**config.mk**
```make
export PLATFORM = sky130hd
export DESIGN_NAME = reg_scoreboard
export DESIGN_NICKNAME = d
export VERILOG_FILES = /design/src/rtl/sb_pkg.sv /design/src/rtl/sb_state.sv /design/src/rtl/sb_check.sv /design/src/rtl/reg_scoreboard.sv
export SDC_FILE = /design/constraint.sdc
export NUM_CORES = 1
export LEC_CHECK = 0
export BUFFER_PORTS_ARGS = -buffer_cell sky130_fd_sc_hd__buf_4
export CAP_MARGIN = 20
export CORE_AREA = 3 3 101 103
export CTS_CLUSTER_SIZE = 12
export DETAILED_ROUTE_END_ITERATION = 12
export DIE_AREA = 0 0 104 106
export PLACE_DENSITY_LB_ADDON = 0.3
export SLEW_MARGIN = 20
export SYNTH_ARGS = -nofsm -noshare
export SYNTH_HDL_FRONTEND = slang
export SYNTH_SLANG_ARGS = --single-unit
```
**constraint.sdc**
```tcl
create_clock -name clk_i -period 2.2 [get_ports clk_i]
set_clock_uncertainty 0.15 [all_clocks]
set_input_delay 0.22 -clock clk_i [delete_from_list [all_inputs] [get_ports clk_i]]
set_output_delay 0.22 -clock clk_i [all_outputs]
set_load 0.1 [all_outputs]
```
**src/rtl/sb_pkg.sv**
```systemverilog
package sb_pkg;
  typedef enum logic [1:0] {
    SB_HOLD  = 2'd0,
    SB_CLEAR = 2'd1,
    SB_SET   = 2'd2
  } sb_op_e;
endpackage

```
**src/rtl/sb_state.sv**
```systemverilog
module sb_state
  import sb_pkg::*;
#(
  parameter int NUM_REGS = 32,
  parameter int IDX_W    = 5,
  parameter int NUM_SET  = 3,
  parameter int NUM_CLR  = 2
) (
  input  logic                       clk_i,
  input  logic                       rst_ni,
  input  logic [NUM_SET-1:0]         set_valid_i,
  input  logic [NUM_SET*IDX_W-1:0]   set_idx_i,
  input  logic [NUM_CLR-1:0]         clr_valid_i,
  input  logic [NUM_CLR*IDX_W-1:0]   clr_idx_i,
  output logic [NUM_REGS-1:0]        ready_o
);
  assign ready_o[0] = 1'b1;  // register 0 is hardwired ready

  for (genvar r = 1; r < NUM_REGS; r++) begin : g_reg
    sb_op_e op;
    logic   rdy_q;

    always_comb begin
      logic set_hit, clr_hit;
      set_hit = 1'b0;
      clr_hit = 1'b0;
      for (int k = 0; k < NUM_SET; k++)
        if (set_valid_i[k] && set_idx_i[k*IDX_W +: IDX_W] == IDX_W'(r)) set_hit = 1'b1;
      for (int k = 0; k < NUM_CLR; k++)
        if (clr_valid_i[k] && clr_idx_i[k*IDX_W +: IDX_W] == IDX_W'(r)) clr_hit = 1'b1;
      // set wins over clear
      if (set_hit)      op = SB_SET;
      else if (clr_hit) op = SB_CLEAR;
      else              op = SB_HOLD;
    end

    always_ff @(posedge clk_i or negedge rst_ni) begin
      if (!rst_ni) rdy_q <= 1'b1;
      else begin
        case (op)
          SB_SET:   rdy_q <= 1'b1;
          SB_CLEAR: rdy_q <= 1'b0;
          default:  rdy_q <= rdy_q;
        endcase
      end
    end

    assign ready_o[r] = rdy_q;
  end
endmodule

```
**src/rtl/sb_check.sv**
```systemverilog
module sb_check #(
  parameter int NUM_REGS = 32,
  parameter int IDX_W    = 5,
  parameter int NUM_SRC  = 3
) (
  input  logic [NUM_REGS-1:0]      ready_i,
  input  logic [NUM_SRC*IDX_W-1:0] src_i,
  input  logic [NUM_SRC-1:0]       used_i,
  output logic                     ready_o
);
  logic [NUM_SRC-1:0] src_ok;

  for (genvar s = 0; s < NUM_SRC; s++) begin : g_src
    assign src_ok[s] = !used_i[s] || ready_i[src_i[s*IDX_W +: IDX_W]];
  end

  assign ready_o = &src_ok;
endmodule

```
**src/rtl/reg_scoreboard.sv**
```systemverilog
module reg_scoreboard #(
  parameter int NUM_REGS = 32,
  parameter int NUM_CHK  = 2,
  parameter int NUM_SRC  = 3,
  parameter int NUM_ISS  = 2,
  parameter int NUM_UPD  = 2,
  localparam int IDX_W   = $clog2(NUM_REGS),
  localparam int NUM_SET = NUM_UPD + 1
) (
  input  logic                             clk_i,
  input  logic                             rst_ni,
  input  logic [NUM_CHK*NUM_SRC*IDX_W-1:0] chk_src_i,
  input  logic [NUM_CHK*NUM_SRC-1:0]       chk_used_i,
  output logic [NUM_CHK-1:0]               chk_ready_o,
  input  logic [NUM_ISS-1:0]               iss_valid_i,
  input  logic [NUM_ISS*IDX_W-1:0]         iss_dst_i,
  input  logic [NUM_UPD-1:0]               upd_valid_i,
  input  logic [NUM_UPD*IDX_W-1:0]         upd_dst_i,
  input  logic                             mem_valid_i,
  input  logic [IDX_W-1:0]                 mem_dst_i
);
  logic [NUM_REGS-1:0]      ready_q;
  logic [NUM_SET-1:0]       set_valid;
  logic [NUM_SET*IDX_W-1:0] set_idx;

  // memory response rides as the top set lane
  assign set_valid = {mem_valid_i, upd_valid_i};
  assign set_idx   = {mem_dst_i, upd_dst_i};

  sb_state #(
    .NUM_REGS(NUM_REGS), .IDX_W(IDX_W), .NUM_SET(NUM_SET), .NUM_CLR(NUM_ISS)
  ) i_state (
    .clk_i       (clk_i),
    .rst_ni      (rst_ni),
    .set_valid_i (set_valid),
    .set_idx_i   (set_idx),
    .clr_valid_i (iss_valid_i),
    .clr_idx_i   (iss_dst_i),
    .ready_o     (ready_q)
  );

  for (genvar p = 0; p < NUM_CHK; p++) begin : g_chk
    sb_check #(
      .NUM_REGS(NUM_REGS), .IDX_W(IDX_W), .NUM_SRC(NUM_SRC)
    ) i_check (
      .ready_i (ready_q),
      .src_i   (chk_src_i[p*NUM_SRC*IDX_W +: NUM_SRC*IDX_W]),
      .used_i  (chk_used_i[p*NUM_SRC +: NUM_SRC]),
      .ready_o (chk_ready_o[p])
    );
  end
endmodule

```
==> results.json <==
{
  "outcome": "finished with violations",
  "violations": "negative setup slack",
  "grt_pass1_wl_um": 20700,
  "syn_area_um2": 3740,
  "worst_slew_pin_slew_ps": 696,
  "dp.cells": 585,
  "grt_usage_pct": 24.0,
  "synth_cell_type_count": 34,
  "htreeDepth": 2,
  "vias_per_cell": 6.45,
  "path_clk_slew_ps": 60,
  "rsz0062_at_grt": "true",
  "yosys_most_used_dff": "dfstp_2",
  "rows": 35,
  "final_cell_mix": "buf_4, nand2_1, a22oi_1",
  "combPwrFrac_pct": 45.7,
  "stdcell_count": 596,
  "synth-edff-count": 0,
  "area_growth_pct": 20.3,
  "ff2ff_path_depth": 3,
  "syn-num-nets": 477,
  "io_buffers": 69,
  "avgSynthCellArea_um2": 9.16,
  "async_flop_share_pct": 100,
  "cp.arrival_ps": 2160,
  "reg.largest.list": "i_state.g.rdy_q x31",
  "seqPwrFrac_pct": 39.9,
  "critPathMaxFanout": 6,
  "grt_pass1_vias": 3627,
  "clk_path_buf_depth": 2,
  "ys_ff_latch": 31,
  "start_util_pct": 40.3,
  "relSlewSlack_pct": 53.5,
  "layout_commonest_cell": "buf_4",
  "powerDensity_nw_per_um2": 690,
  "hpwl_um": 10500,
  "required_ps": 1830,
  "place_congestion": 0.972,
  "finalWorstSetupSlack_ps": -330,
  "fin_crit_ps": 2530,
  "total_power_mw": 3.11,
  "maxCapViolations": 0,
  "cts_root_buf": "clkbuf_8",
  "drive_gt1_share_pct": 37.5,
  "num_io_pins": 70,
  "fin_crit_sh_pct": 115,
  "drc": 0,
  "fin_setup_tns_ps": -654,
  "netlist_instances": 409,
  "cts_tree": "built",
  "vias": 3842,
  "ir_drop_mv": 0.310,
  "regMostFlops": "i_state.g.rdy_q",
  "p_leak_nw": 1.69,
  "yosys_warnings": 0,
  "dieWidth_um": 104,
  "nets": 535,
  "diodes": 0,
  "start_kind": "flop",
  "clkLatencyLatePin_ps": 270,
  "drt_iter0_drc": 520,
  "hold_viol": 0,
  "internal_power_mw": 1.90,
  "setup_viol": 2,
  "firstDrtPassIters": 6,
  "seq_area_frac_synth_pct": 21.8,
  "grt_max_degree": 32,
  "largest_reg_flops": 31,
  "worstSetupEndpointType": "output port",
  "dieArea_um2": 11000,
  "clockPowerShare_pct": 14.5,
  "drtAntennaViolNets": 0,
  "worstSetupPathType": "flop to output port",
  "p_sw_share_pct": 39.1,
  "power_switching_mw": 1.21,
  "hold_path_class": "primary input to async pin",
  "numCtsBuffers": 5,
  "wl_um": 13400,
  "wl_per_cell_um": 22.5,
  "overflow": 0,
  "fin_util_pct": 48.5,
  "fp.dieH_um": 106,
  "clock_sinks": 31,
  "antenna_found_initial": 0,
  "drv_slew": 0,
  "clock.fmax_mhz": 395,
  "coreArea_um2": 9280
}
-- per-layer routing --
layer	vias up	GRT usage [%]	part of all wire, %
met4	0	7.60	2.7
met3	32	5.16	12
li1	1700	-	-
met2	321	39.0	47
met1	1789	32.0	39
met5	-	0	0
-- logic make-up (layout without fill, tap and decap cells) --
logic type	Yosys count	count (layout)	synth area share, %
flip-flops	31	31	21.8
AO/OA/AOI/OAI	78	78	16.0
multiplexers	65	65	33.4
buffers and inverters	33	91	4.18
AND/OR/NAND/NOR	202	202	24.7
-- power groups by stage --
| stage | Clock (mW) | Combinational [mW] | Sequential, mW |
|---|---|---|---|
| floorplan | 0 | 1.02 | 1.04 |
| detailed placement | 0 | 1.34 | 1.23 |
| CTS | 0.459 | 1.37 | 1.22 |
| global route | 0.487 | 1.51 | 1.26 |
| finish | 0.450 | 1.42 | 1.24 |
| global placement | 0 | 1.34 | 1.22 |
-- repair_timing --
item,CTS,global route
setup buffers,2,2
setup endpoints to repair,2,2
hold buffers,0,0
resized for setup,1,5
pin swaps,4,3
-- worst max-delay path: stages (launching register included) --
cell     delay [ps]
dfstp_2         650
buf_4           150
nor2_1           40
a22oi_1         160
mux4_2          260
o22ai_1          80
nor4_2          280
buf_6           260
-- cell type report --
| cell class | count | area [µm²] |
|---|---|---|
| fillers | 913 | 4780 |
| multi-input cells | 345 | 2800 |
| flip-flops and latches | 31 | 815 |
| repair buffers | 83 | 643 |
| well taps | 129 | 161 |
| clock buffers | 6 | 82.6 |
| clock inverters | 1 | 5.00 |
| inverters | 1 | 3.75 |
-- worst paths after layout --
check / startpoint / end / slack [ps]
max: i_state.g_reg[4].rdy_q / chk_ready_o[1] / -330
min: rst_ni / i_state.g_reg[26].rdy_q / 5
max reg2reg: i_state.g_reg[5].rdy_q / i_state.g_reg[5].rdy_q / 1070
min reg2reg: i_state.g_reg[24].rdy_q / i_state.g_reg[24].rdy_q / 370
max in group asynchronous: rst_ni / i_state.g_reg[8].rdy_q / 1860
min in group clk_i: mem_dst_i[0] / i_state.g_reg[4].rdy_q / 120
-- stage by stage --
step	area (µm²)	hold slack, ps	setup slack, ps
after global routing	4510	61.6	-404
final	4510	4.70	-330
after floorplan	3750	-77.8	14.3
after CTS	4470	24.7	-343
after detailed placement	4360	325	-62.2
after global placement	4360	313	-48.0
-- synth_stat cells (3+ instances only) --
library cell  number  area, µm²
mux4_2            48       1080
a32oi_1            8       70.1
nand3_1           32        160
buf_1              4       15.0
nand2b_1          17        106
o22ai_1            3       18.8
and2_1             3       18.8
buf_4              4       30.0
nor2b_1           15       93.8
nand2_1           79        297
buf_2              8       40.0
mux2i_1           16        160
nor3_1            10       50.1
clkbuf_1          15       56.3
a22oi_1           57        428
nor2_1            39        146
dfstp_2           31        815
Note: power is estimated with default switching activity, not from simulation.
